==> config.mk <==
export PLATFORM = sky130hd
export DESIGN_NAME = rx_fifo_intr
export DESIGN_NICKNAME = d
export VERILOG_FILES = /design/src/rtl/rx_fifo_pkg.sv /design/src/rtl/rx_pkt_store.sv /design/src/rtl/rx_desc_ring.sv /design/src/rtl/rx_intr_ctrl.sv /design/src/rtl/rx_fifo_intr.sv
export SDC_FILE = /design/constraint.sdc
export NUM_CORES = 1
export LEC_CHECK = 0
export ABC_AREA = 1
export BUFFER_PORTS_ARGS = -buffer_cell sky130_fd_sc_hd__buf_2
export CORE_UTILIZATION = 45
export DETAILED_ROUTE_END_ITERATION = 8
export PLACE_DENSITY_LB_ADDON = 0.1
export REMOVE_ABC_BUFFERS = 1
export SETUP_SLACK_MARGIN = 0.3
export SLEW_MARGIN = 20
export SYNTH_ARGS = -nofsm -noshare
export SYNTH_HDL_FRONTEND = slang
export SYNTH_SLANG_ARGS = --single-unit
==> constraint.sdc <==
create_clock -name clk -period 3.4 [get_ports clk]
set_clock_uncertainty 0.2 [all_clocks]
set_input_delay 0.17 -clock clk [delete_from_list [all_inputs] [get_ports clk]]
set_output_delay 0.17 -clock clk [all_outputs]
set_load 0.05 [all_outputs]
==> src/rtl/rx_fifo_pkg.sv <==
package rx_fifo_pkg;
    typedef enum logic [1:0] {
        RX_IDLE = 2'd0,
        RX_RECV = 2'd1,
        RX_DROP = 2'd2
    } rx_state_e;

    localparam int CAUSE_THR = 0;
    localparam int CAUSE_OVR = 1;
    localparam int CAUSE_W   = 2;
endpackage

==> src/rtl/rx_pkt_store.sv <==
module rx_pkt_store
    import rx_fifo_pkg::*;
#(
    parameter int DATA_W = 8,
    parameter int DEPTH  = 16
) (
    input  logic              clk,
    input  logic              rst_n,
    input  logic              in_valid,
    input  logic              in_sop,
    input  logic              in_eop,
    input  logic [DATA_W-1:0] in_data,
    input  logic              out_rd,
    output logic              out_valid,
    output logic [DATA_W-1:0] out_data,
    output logic              out_eop,
    output logic              ovr_evt
);
    localparam int AW = $clog2(DEPTH);
    localparam int PW = AW + 1;
    localparam logic [PW-1:0] FULL_LVL = PW'(DEPTH);

    typedef struct packed {
        rx_state_e     st;
        logic [PW-1:0] wr;
        logic [PW-1:0] cm;
        logic [PW-1:0] rd;
    } store_t;

    store_t s_d, s_q;
    logic          wr_en;
    logic [PW-1:0] wr_addr;
    logic [DATA_W:0] mem [DEPTH];

    always_comb begin
        s_d     = s_q;
        wr_en   = 1'b0;
        wr_addr = s_q.wr;
        ovr_evt = 1'b0;
        if (in_valid) begin
            if (in_sop) begin
                // a new start always begins at the commit point
                if (PW'(s_q.cm - s_q.rd) == FULL_LVL) begin
                    ovr_evt = 1'b1;
                    s_d.wr  = s_q.cm;
                    s_d.st  = in_eop ? RX_IDLE : RX_DROP;
                end else begin
                    wr_en   = 1'b1;
                    wr_addr = s_q.cm;
                    s_d.wr  = s_q.cm + PW'(1);
                    if (in_eop) begin
                        s_d.cm = s_q.cm + PW'(1);
                        s_d.st = RX_IDLE;
                    end else begin
                        s_d.st = RX_RECV;
                    end
                end
            end else begin
                case (s_q.st)
                    RX_RECV: begin
                        if (PW'(s_q.wr - s_q.rd) == FULL_LVL) begin
                            ovr_evt = 1'b1;
                            s_d.wr  = s_q.cm;
                            s_d.st  = in_eop ? RX_IDLE : RX_DROP;
                        end else begin
                            wr_en   = 1'b1;
                            wr_addr = s_q.wr;
                            s_d.wr  = s_q.wr + PW'(1);
                            if (in_eop) begin
                                s_d.cm = s_q.wr + PW'(1);
                                s_d.st = RX_IDLE;
                            end
                        end
                    end
                    RX_DROP: begin
                        if (in_eop) s_d.st = RX_IDLE;
                    end
                    default: ;
                endcase
            end
        end
        if (out_rd && (s_q.rd != s_q.cm)) begin
            s_d.rd = s_q.rd + PW'(1);
        end
    end

    always_ff @(posedge clk) begin
        if (!rst_n) begin
            s_q <= '{st: RX_IDLE, wr: '0, cm: '0, rd: '0};
        end else begin
            s_q <= s_d;
        end
    end

    always_ff @(posedge clk) begin
        if (wr_en) begin
            mem[wr_addr[AW-1:0]] <= {in_eop, in_data};
        end
    end

    assign out_valid           = (s_q.rd != s_q.cm);
    assign {out_eop, out_data} = mem[s_q.rd[AW-1:0]];
endmodule

==> src/rtl/rx_desc_ring.sv <==
module rx_desc_ring #(
    parameter int RING_W = 6
) (
    input  logic              clk,
    input  logic              rst_n,
    input  logic              tail_we,
    input  logic [RING_W-1:0] tail_val,
    input  logic              head_inc,
    input  logic [1:0]        thr_sel,
    output logic [RING_W-1:0] free_desc,
    output logic              thr_evt
);
    localparam int RING_N = 1 << RING_W;
    localparam int TW     = RING_W + 1;

    typedef struct packed {
        logic [RING_W-1:0] tail;
        logic [RING_W-1:0] head;
        logic              eq_prev;
    } ring_t;

    ring_t r_d, r_q;
    logic [TW-1:0] thr_lvl;
    logic          eq_now;

    always_comb begin
        case (thr_sel)
            2'd0:    thr_lvl = TW'(RING_N >> 1);
            2'd1:    thr_lvl = TW'(RING_N >> 2);
            default: thr_lvl = TW'(RING_N >> 3);
        endcase
    end

    always_comb begin
        r_d       = r_q;
        free_desc = r_q.tail - r_q.head;
        eq_now    = ({1'b0, free_desc} == thr_lvl);
        thr_evt   = eq_now && !r_q.eq_prev;
        r_d.eq_prev = eq_now;
        if (head_inc && (free_desc != '0)) begin
            r_d.head = r_q.head + RING_W'(1);
        end
        if (tail_we) begin
            r_d.tail = tail_val;
        end
    end

    always_ff @(posedge clk) begin
        if (!rst_n) begin
            r_q <= '0;
        end else begin
            r_q <= r_d;
        end
    end
endmodule

==> src/rtl/rx_intr_ctrl.sv <==
module rx_intr_ctrl
    import rx_fifo_pkg::*;
(
    input  logic               clk,
    input  logic               rst_n,
    input  logic               ovr_evt,
    input  logic               thr_evt,
    input  logic               pkt_start,
    input  logic [CAUSE_W-1:0] cause_clr,
    output logic [CAUSE_W-1:0] irq_cause,
    output logic               timer_rearm,
    output logic               timer_halt
);
    typedef struct packed {
        logic [CAUSE_W-1:0] cause;
        logic               rearm;
        logic               halt;
    } intr_t;

    intr_t i_d, i_q;
    logic [CAUSE_W-1:0] evt;

    always_comb begin
        evt            = '0;
        evt[CAUSE_THR] = thr_evt;
        evt[CAUSE_OVR] = ovr_evt;
        i_d            = i_q;
        i_d.cause      = (i_q.cause & ~cause_clr) | evt;
        i_d.rearm      = |evt;
        if (|evt) begin
            i_d.halt = 1'b1;
        end else if (pkt_start) begin
            i_d.halt = 1'b0;
        end
    end

    always_ff @(posedge clk) begin
        if (!rst_n) begin
            i_q <= '0;
        end else begin
            i_q <= i_d;
        end
    end

    assign irq_cause   = i_q.cause;
    assign timer_rearm = i_q.rearm;
    assign timer_halt  = i_q.halt;
endmodule

==> src/rtl/rx_fifo_intr.sv <==
module rx_fifo_intr
    import rx_fifo_pkg::*;
#(
    parameter int DATA_W = 8,
    parameter int DEPTH  = 16,
    parameter int RING_W = 6
) (
    input  logic              clk,
    input  logic              rst_n,
    input  logic              in_valid,
    input  logic              in_sop,
    input  logic              in_eop,
    input  logic [DATA_W-1:0] in_data,
    input  logic              out_rd,
    output logic              out_valid,
    output logic [DATA_W-1:0] out_data,
    output logic              out_eop,
    input  logic              tail_we,
    input  logic [RING_W-1:0] tail_val,
    input  logic              head_inc,
    input  logic [1:0]        thr_sel,
    input  logic [1:0]        cause_clr,
    output logic [1:0]        irq_cause,
    output logic              timer_rearm,
    output logic              timer_halt,
    output logic [RING_W-1:0] free_desc
);
    logic ovr_evt;
    logic thr_evt;

    rx_pkt_store #(.DATA_W(DATA_W), .DEPTH(DEPTH)) u_store (
        .clk       (clk),
        .rst_n     (rst_n),
        .in_valid  (in_valid),
        .in_sop    (in_sop),
        .in_eop    (in_eop),
        .in_data   (in_data),
        .out_rd    (out_rd),
        .out_valid (out_valid),
        .out_data  (out_data),
        .out_eop   (out_eop),
        .ovr_evt   (ovr_evt)
    );

    rx_desc_ring #(.RING_W(RING_W)) u_ring (
        .clk       (clk),
        .rst_n     (rst_n),
        .tail_we   (tail_we),
        .tail_val  (tail_val),
        .head_inc  (head_inc),
        .thr_sel   (thr_sel),
        .free_desc (free_desc),
        .thr_evt   (thr_evt)
    );

    rx_intr_ctrl u_intr (
        .clk         (clk),
        .rst_n       (rst_n),
        .ovr_evt     (ovr_evt),
        .thr_evt     (thr_evt),
        .pkt_start   (in_valid && in_sop),
        .cause_clr   (cause_clr),
        .irq_cause   (irq_cause),
        .timer_rearm (timer_rearm),
        .timer_halt  (timer_halt)
    );
endmodule

==> results of run 1 <==
-- final cells by class --
class	instances	area [µm²]
Sequential cell	182	5090
Fill cell	1567	8210
Inverter	99	372
Clock buffer	21	450
Timing Repair Buffer	103	756
Clock inverter	11	174
Tap cell	229	287
Multi-Input combinational cell	490	2880
-- stage by stage --
step | instance area (µm²) | utilization (%) | hold WS (ps)
after floorplan | 8330 | - | 68.9
after CTS | 10000 | 54.9 | 20.3
after global placement | 9050 | 49.7 | 195
final | 10000 | 54.9 | 16.3
after global routing | 10000 | 54.9 | 55.9
after detailed placement | 9050 | 49.7 | 206
-- how the worst max path moves through the flow --
stage,startpoint,slack [ps],endpoint
floorplan,flop,-320,out_data[4]
global placement,u_store.s_q[7],490,u_store.mem[6][4]
detailed placement,u_store.s_q[7],480,u_store.mem[6][7]
CTS,u_store.s_q[7],470,u_store.mem[6][6]
global route,u_store.s_q[5],320,u_store.mem[13][0]
finish,u_store.s_q[7],490,u_store.mem[13][4]
-- logic make-up after synthesis --
family | after synthesis
DFF | 182
and+or+nand+nor | 256
muxes | 36
adders and majority gates | 18
buffers and inverters | 127
AOI/OAI and AO/OA | 168
xor gates and xnor gates | 12
-- sequential cells by signal, summed over array words and instances (netlist names), named ones only --
name                flops
u_store.mem           144
u_store.s_q            17
u_ring.r_q             13
u_intr.irq_cause        2
u_intr.timer_halt       1
u_intr.timer_rearm      1
-- routing by layer --
| metal | vias up | track usage [%] |
|---|---|---|
| met2 | 143 | 38.4 |
| met5 | - | 0 |
| met4 | 0 | 6.55 |
| met1 | 2886 | 27.4 |
| li1 | 2972 | - |
| met3 | 19 | 3.11 |
-- cells in the mapped netlist (2+ instances only) --
library cell	n
sky130_fd_sc_hd__edfxtp_1	144
sky130_fd_sc_hd__nand2_1	107
sky130_fd_sc_hd__inv_1	94
sky130_fd_sc_hd__a21oi_1	64
sky130_fd_sc_hd__o21ai_0	62
sky130_fd_sc_hd__nor2_1	55
sky130_fd_sc_hd__nand3_1	53
sky130_fd_sc_hd__dfxtp_1	38
sky130_fd_sc_hd__mux2i_1	36
sky130_fd_sc_hd__o211ai_1	36
sky130_fd_sc_hd__clkbuf_1	17
sky130_fd_sc_hd__ha_1	17
sky130_fd_sc_hd__nand2_2	17
sky130_fd_sc_hd__xor2_1	9
sky130_fd_sc_hd__buf_2	7
sky130_fd_sc_hd__nand3_2	7
sky130_fd_sc_hd__clkinv_1	4
sky130_fd_sc_hd__nand4_1	4
sky130_fd_sc_hd__buf_1	3
sky130_fd_sc_hd__nor3_1	3
sky130_fd_sc_hd__o21ai_2	2
sky130_fd_sc_hd__xnor2_1	2
-- power by group --
part | switching (µW) | internal [µW] | total, µW
registers | 66.9 | 2450 | 2520
logic | 813 | 379 | 1190
clock network | 813 | 1260 | 2070
-- worst register-to-register path: stages, from the launching register on --
cell                      delay [ps]
sky130_fd_sc_hd__dfxtp_1         480
sky130_fd_sc_hd__ha_1            350
sky130_fd_sc_hd__or2_1           260
sky130_fd_sc_hd__nand3_2          70
sky130_fd_sc_hd__nand2_2          70
sky130_fd_sc_hd__nor2_4          120
sky130_fd_sc_hd__nand2_4         120
sky130_fd_sc_hd__nand2_8         140
sky130_fd_sc_hd__nand2_2          60
sky130_fd_sc_hd__nand2_2          90
sky130_fd_sc_hd__nand3_2         110
sky130_fd_sc_hd__nor2_1          320
sky130_fd_sc_hd__buf_4           230
-- layout by cell type (no fill, tap or decap), drive strengths merged, types with 2 or more instances in the layout --
| cell type | instances |
|---|---|
| buf | 70 |
| nand2 | 126 |
| bufinv | 4 |
| clkinvlp | 2 |
| ha | 17 |
| nor2 | 57 |
| inv | 98 |
| nor3 | 4 |
| nand3 | 60 |
| clkinv | 6 |
| xor2 | 9 |
| o21ai | 66 |
| mux2i | 36 |
| edfxtp | 144 |
| xnor2 | 3 |
| a21oi | 64 |
| o211ai | 36 |
| clkbuf | 21 |
| dfxtp | 38 |
| dlygate4sd3 | 33 |
| nand4 | 6 |
==> PnR_summary.wiki, run 1 <==
{| class="wikitable"
! Metric !! Value
|-
| Min-Delay Startpoint || in_sop
|-
| Multiplexer fraction of the synthesized cell area || 4.26%
|-
| Layout cells sized above 1 || ~15%
|-
| Crit path arrival time || between 2000 and 3000 ps
|-
| Dominant register cell in the synthesized netlist || sky130_fd_sc_hd__edfxtp_1
|-
| Endpoint type of the worst setup path || flop
|-
| HPWL reported at the end of detailed placement || 13.3 mm
|-
| Critical R2R Launch || u_store.s_q[7]
|-
| Clock period minus worst slack || approximately 2900 ps
|-
| Die X-Extent || 139 µm
|-
| Power per cell area || 578 mW/mm²
|-
| F_max || about 0.34 GHz
|-
| Global route total overflow || 0
|-
| Slowest cell on the critical path || sky130_fd_sc_hd__dfxtp_1
|-
| Top cell family by delay on the critical path || simple AND/OR/NAND/NOR gates
|-
| Slack of the worst reg-to-reg path || 490 ps
|-
| Routed length per placed instance || 17.7 µm
|-
| Crit-path cells || ha_1 > or2_1 > nand3_2 > nand2_2 > nor2_4 > nand2_4 > nand2_8 > nand2_2 > nand2_2 > nand3_2 > nor2_1 > buf_4
|-
| Worst slew pin tran || 535 ps
|-
| Number of failing setup endpoints in the final timing report || 0
|-
| Leakage || 0.00389 µW
|-
| Clock H-tree levels || 4
|-
| Sequential-to-total area share from yosys stat || 60.2%
|-
| Cell depth of the worst flop-to-flop path || 12
|-
| Worst-case vdd ir drop || 0.353 mV
|-
| Syn Inst Count || ~800
|-
| Area of the die || 0.0193 mm²
|-
| Cell count of the worst hold path || 4
|-
| Uppermost metal layer occupied by signal nets || met4
|-
| Xor/xnor cell area share of the yosys netlist || 1.33%
|-
| Clock Sink Count || 182
|-
| Seq cells post-synth || 182
|-
| Most prevalent standard cell on the critical path || sky130_fd_sc_hd__nand2_2
|-
| Num CTS Buffers || 17
|-
| RR Endpoint || u_store.mem[13][4]
|-
| Maximum count of clock buffers along a single path || 2
|-
| Compound-cell area share of the yosys netlist || between 10% and 20%
|-
| Overall power consumption || about 5800 µW
|-
| Total of hold buffers inserted after clock tree synthesis || 33
|-
| Remaining max-slew budget at the tightest pin || 64.1%
|-
| Yosys synthesis warning count || 0
|-
| Met2 wire length || 10.2 mm
|-
| Average size of a mapped cell || 10.6 µm²
|-
| First-pass iteration count of the detailed router || 7
|-
| Core Footprint || 0.0182 mm²
|-
| Combined global-route utilization of all metal layers || 21.7%
|-
| Clock latency of the later-clocked register in the worst-skew pair || between 400 and 500 ps
|-
| Synthesized-area fraction occupied by adder cells || 2.75%
|-
| TritonCTS clock tree || done
|-
| Number of violations reported at the end of detailed-routing iteration 0 || 380
|-
| Largest family of logic cells by synthesized area || simple AND/OR/NAND/NOR gates
|-
| Number of top-level pins || 46
|-
| Required @ worst endpoint || 3330 ps
|-
| Final Wtd Congestion || 0.916
|-
| Crit Path Category || flop to flop
|-
| Number of max-capacitance violations reported || 0
|-
| Final count of hold timing violations || 0
|-
| Number of global-route vias before repair || slightly below 6000
|-
| Vias/cell || between 5 and 6
|-
| Final number of max-transition violations || 0
|-
| Initial standard-cell utilization of the core || 46.4%
|-
| Synthesis-to-layout area growth || 18.4%
|-
| Die boundary height || 139 µm
|-
| Proportion of synthesized flip-flops having asynchronous set or reset || 0%
|-
| Final non-filler cell total || 1135
|-
| Cell type contributing the most total cell area after synthesis || sky130_fd_sc_hd__edfxtp_1
|-
| Worst path setup slack after routing || approximately 490 ps
|-
| Wire length of the first global-routing pass || 31.9 mm
|-
| Number of unique standard cell types used by synthesis || 40
|-
| Total inserted antenna cells || 0
|-
| Violations in the final reports || DRC
|-
| Routed length on met3 || 716 µm
|-
| Post-CTS Setup Repair Bufs || 0
|-
| Simple-Gate Fraction of Synth Area || 14.4%
|-
| Fin nets || 937
|-
| Leading cell types by total area after synthesis || sky130_fd_sc_hd__edfxtp_1 51%, sky130_fd_sc_hd__dfxtp_1 9.0%, sky130_fd_sc_hd__nand2_1 4.8%
|-
| Clock Tree Root || sky130_fd_sc_hd__clkbuf_16
|-
| Vias after detailed routing || 6020
|-
| Post-synth EDFFs || 144
|-
| Count of input and output buffers || between 40 and 50
|-
| Number of gates resized after cts || 0
|-
| Final wirelength || 20.1 mm
|-
| Total negative slack || 0 ps
|-
| Register clock-pin slew on the reported worst setup and hold paths || 70 ps
|-
| Setup repair after global routing missed its margin || false
|-
| Antenna violations before repair || 0
|-
| Met1 routed wirelength after detailed routing || 8.88 mm
|-
| Crit Path Max Fanout || 10
|-
| HP Class || primary input to flop
|-
| Num rows || 49
|-
| Pin count of the biggest net entering global routing || 50
|-
| Max stage delay on crit path || 480 ps
|-
| Crit path buf inv count || 1
|-
| Area of the mapped netlist || 0.00845 mm²
|-
| Critical Path Stages || 12
|-
| Critical path startpoint category || flop
|-
| DRC || 1
|-
| Share of the cycle needed by the critical path after routing || 85.6%
|-
| Area fraction of the dominant cell type after synthesis || 51.2%
|-
| Worst Hold End || u_intr.timer_halt
|-
| Worst setup timing slack at the placement stage || 481 ps
|-
| Number of nets still failing antenna checks after routing || 0
|-
| Placed instance count || 1070
|-
| Status || finished with violations
|}
Power figures use the tool's default switching activity.
==> inputs of run 2 (changes only) <==
- clock period: 3.4 -> 3.7 ns (I/O delays scaled with it)
==> run 2 against run 1 <==
Effect of this change:
- the run now ends clean
- hold slack got worse by 8.4 ps
- register-to-register slack improved by 160 ps
- maximum frequency decreased by 4.5%
- critical path type unchanged
- critical endpoint is now u_store.mem[15][8]
- largest cell class unchanged
- largest power group unchanged
==> PnR_summary.wiki, run 2 (synthesis results as in run 1) <==
{| class="wikitable"
! Metric !! Value
|-
| Most prevalent standard cell on the critical path || sky130_fd_sc_hd__nand2_2
|-
| Global routing met2 resource utilization || 36.7% (-1.7 points)
|-
| Required @ worst endpoint || 3550 ps (+220 ps)
|-
| Pin count of the biggest net entering global routing || 43 (-14%)
|-
| First-pass iteration count of the detailed router || 7 (unchanged)
|-
| Core Footprint || 0.0182 mm² (unchanged)
|-
| HPWL reported at the end of detailed placement || 13.3 mm (+0.36%)
|-
| Vias/cell || 5.30 (about the same)
|-
| Vias after detailed routing || 5954 (-1.1%)
|-
| DRC || 0 (-1)
|-
| Number of nets still failing antenna checks after routing || 0 (unchanged)
|-
| Share of the cycle needed by the critical path after routing || 82.4% (-3.3 points)
|-
| Clock period minus worst slack || 3050 ps (+136 ps)
|-
| Status || finished, final reports clean
|-
| Count of input and output buffers || 45 (unchanged)
|-
| Clock latency of the later-clocked register in the worst-skew pair || 430 ps (about the same)
|-
| Total of hold buffers inserted after clock tree synthesis || 27 (-18%)
|-
| Most common cell after layout, fill and taps aside || sky130_fd_sc_hd__edfxtp_1
|-
| Commonest cells after routing, fill and taps aside || 144 x sky130_fd_sc_hd__edfxtp_1, 107 x sky130_fd_sc_hd__nand2_1, 94 x sky130_fd_sc_hd__inv_1
|-
| Post-CTS Setup Repair Bufs || 0 (unchanged)
|-
| Most used routing layer in global routing || met2
|-
| Number of global-route vias before repair || 5830 (-1.3%)
|-
| Leakage || 0.00377 µW (-3.0%)
|-
| Slowest cell on the critical path || sky130_fd_sc_hd__nor2_1
|-
| Number of gates resized after cts || 0 (unchanged)
|-
| Num rows || 49 (unchanged)
|-
| Area used by multi-input combinational logic || 0.00288 mm² (unchanged)
|-
| Layout cells sized above 1 || 14.2% (-0.81 points)
|-
| Register Area || 0.00509 mm² (unchanged)
|-
| Critical path startpoint category || flop
|-
| Endpoint type of the worst setup path || flop
|-
| TritonCTS clock tree || done
|-
| Worst-case vdd ir drop || 0.329 mV (-6.8%)
|-
| Final number of max-transition violations || 0 (unchanged)
|-
| Met1 capacity usage during global routing || 28.5% (+1.1 points)
|-
| Power per cell area || 518 mW/mm² (-10%)
|-
| Worst slew pin tran || 727 ps (+191 ps)
|-
| Final cell utilization of the core || 53.8% (-1.1 points)
|-
| Number of failing setup endpoints in the final timing report || 0 (unchanged)
|-
| Final count of hold timing violations || 0 (unchanged)
|-
| Number of violations reported at the end of detailed-routing iteration 0 || 343 (-9.7%)
|-
| Maximum count of clock buffers along a single path || 2 (unchanged)
|-
| Fin nets || 925 (-1.3%)
|-
| Max stage delay on crit path || 580 ps (+100 ps)
|-
| Crit path arrival time || 2900 ps (+60 ps)
|-
| Number of max-capacitance violations reported || 0 (unchanged)
|-
| HP Class || primary input to flop
|-
| Clock Sink Count || 182 (unchanged)
|-
| Number of fill cells in the layout || 1603 (+2.3%)
|-
| Die boundary height || 139 µm (unchanged)
|-
| Final hold slack || 7.95 ps (-8.35 ps)
|-
| Final Wtd Congestion || 0.876 (-4.4%)
|-
| Crit-path cells || ha_1 > or2_1 > nand3_2 > nand2_2 > nor2_4 > nand2_4 > nand2_8 > nand2_1 > o21ai_2 > nand2_2 > nor2_1
|-
| Area of the die || 0.0193 mm² (unchanged)
|-
| F_max || 0.328 GHz (-4.5%)
|-
| Die X-Extent || 139 µm (unchanged)
|-
| Total inserted antenna cells || 0 (unchanged)
|-
| Initial standard-cell utilization of the core || 46.4% (unchanged)
|-
| Remaining max-slew budget at the tightest pin || 51.4% (-13 points)
|-
| Wire length of the first global-routing pass || 31.8 mm (-0.45%)
|-
| Number of top-level pins || 46 (unchanged)
|-
| Clock H-tree levels || 4 (unchanged)
|-
| Setup repair after global routing missed its margin || false
|-
| Routed length per placed instance || 17.8 µm (+0.37%)
|-
| Clock Tree Root || sky130_fd_sc_hd__clkbuf_16
|-
| Register clock-pin slew on the reported worst setup and hold paths || 70 ps (about the same)
|-
| Crit Path Max Fanout || 10 (unchanged)
|-
| Total negative slack || 0 ps (unchanged)
|-
| Global route total overflow || 0 (unchanged)
|-
| Final wirelength || 20.0 mm (-0.69%)
|-
| Synthesis-to-layout area growth || 16.0%
|-
| Crit Path Category || flop to flop
|-
| GR met3 Demand/Resource || 3.31% (+0.21 points)
|-
| Num CTS Buffers || 17 (unchanged)
|-
| Combined global-route utilization of all metal layers || 21.7% (+0.030 points)
|-
| Number of flip-flops under the largest register name || 144 (unchanged)
|-
| Antenna violations before repair || 0 (unchanged)
|}
==> run 2: changes by cell type in the layout (fill, tap and decap cells not counted), moves of 3 or more <==
cell,delta
sky130_fd_sc_hd__buf_4,-5
sky130_fd_sc_hd__bufinv_16,-3
sky130_fd_sc_hd__clkinv_4,+3
sky130_fd_sc_hd__dlygate4sd3_1,-6
==> run 2: metal layers <==
metal | part of all wire (%) | routed length [µm]
met5 | 0 | 0
met1 | 46 | 9150
met4 | 1.7 | 340
met3 | 3.5 | 694
met2 | 49 | 9780
==> run 2: worst paths after layout <==
path / from / end / slack, ps / cells past startpoint
worst max-delay path: u_store.s_q[7] / u_store.mem[15][8] / 650 / 11
worst max register to register: u_store.s_q[7] / u_store.mem[15][8] / 650 / 11
worst min-delay path: rst_n / u_store.s_q[9] / 8 / 3
worst min register to register: u_intr.timer_halt / u_intr.timer_halt / 270 / 2
==> run 2: cell type report <==
| type | instances | share of cell area (%) |
|---|---|---|
| inverters | 99 | 3.79 |
| well taps | 229 | 2.92 |
| clock buffers | 21 | 4.49 |
| clock inverters | 11 | 1.05 |
| multi-input cells | 490 | 29.3 |
| flip-flops and latches | 182 | 51.9 |
| repair buffers | 91 | 6.51 |
==> run 2: critical path: cells and delay by family, from the launching register on <==
family                     cells  cell delay, ps
AOI/OAI and AO/OA              1              90
DFF                            1             480
adders and majority gates      1             350
and+or+nand+nor                9            1530
==> run 2: per-stage QoR <==
step | power (µW) | worst slack (ps) | area [µm²] | std cells
global placement | 3420 | 753 | 8990 | 1064
global route | 5330 | 396 | 9800 | 1123
floorplan | 3150 | -37.4 | 8330 | 771
CTS | 5120 | 642 | 9800 | 1123
detailed placement | 3430 | 665 | 8990 | 1064
finish | 5080 | 653 | 9800 | 1123
==> run 2: report_power, final <==
part / total, µW / switching (µW) / internal, µW
Sequential: 2320 / 66.4 / 2250
Combinational: 1080 / 746 / 339
Clock: 1680 / 750 / 927
Total: 5080 / 1560 / 3520
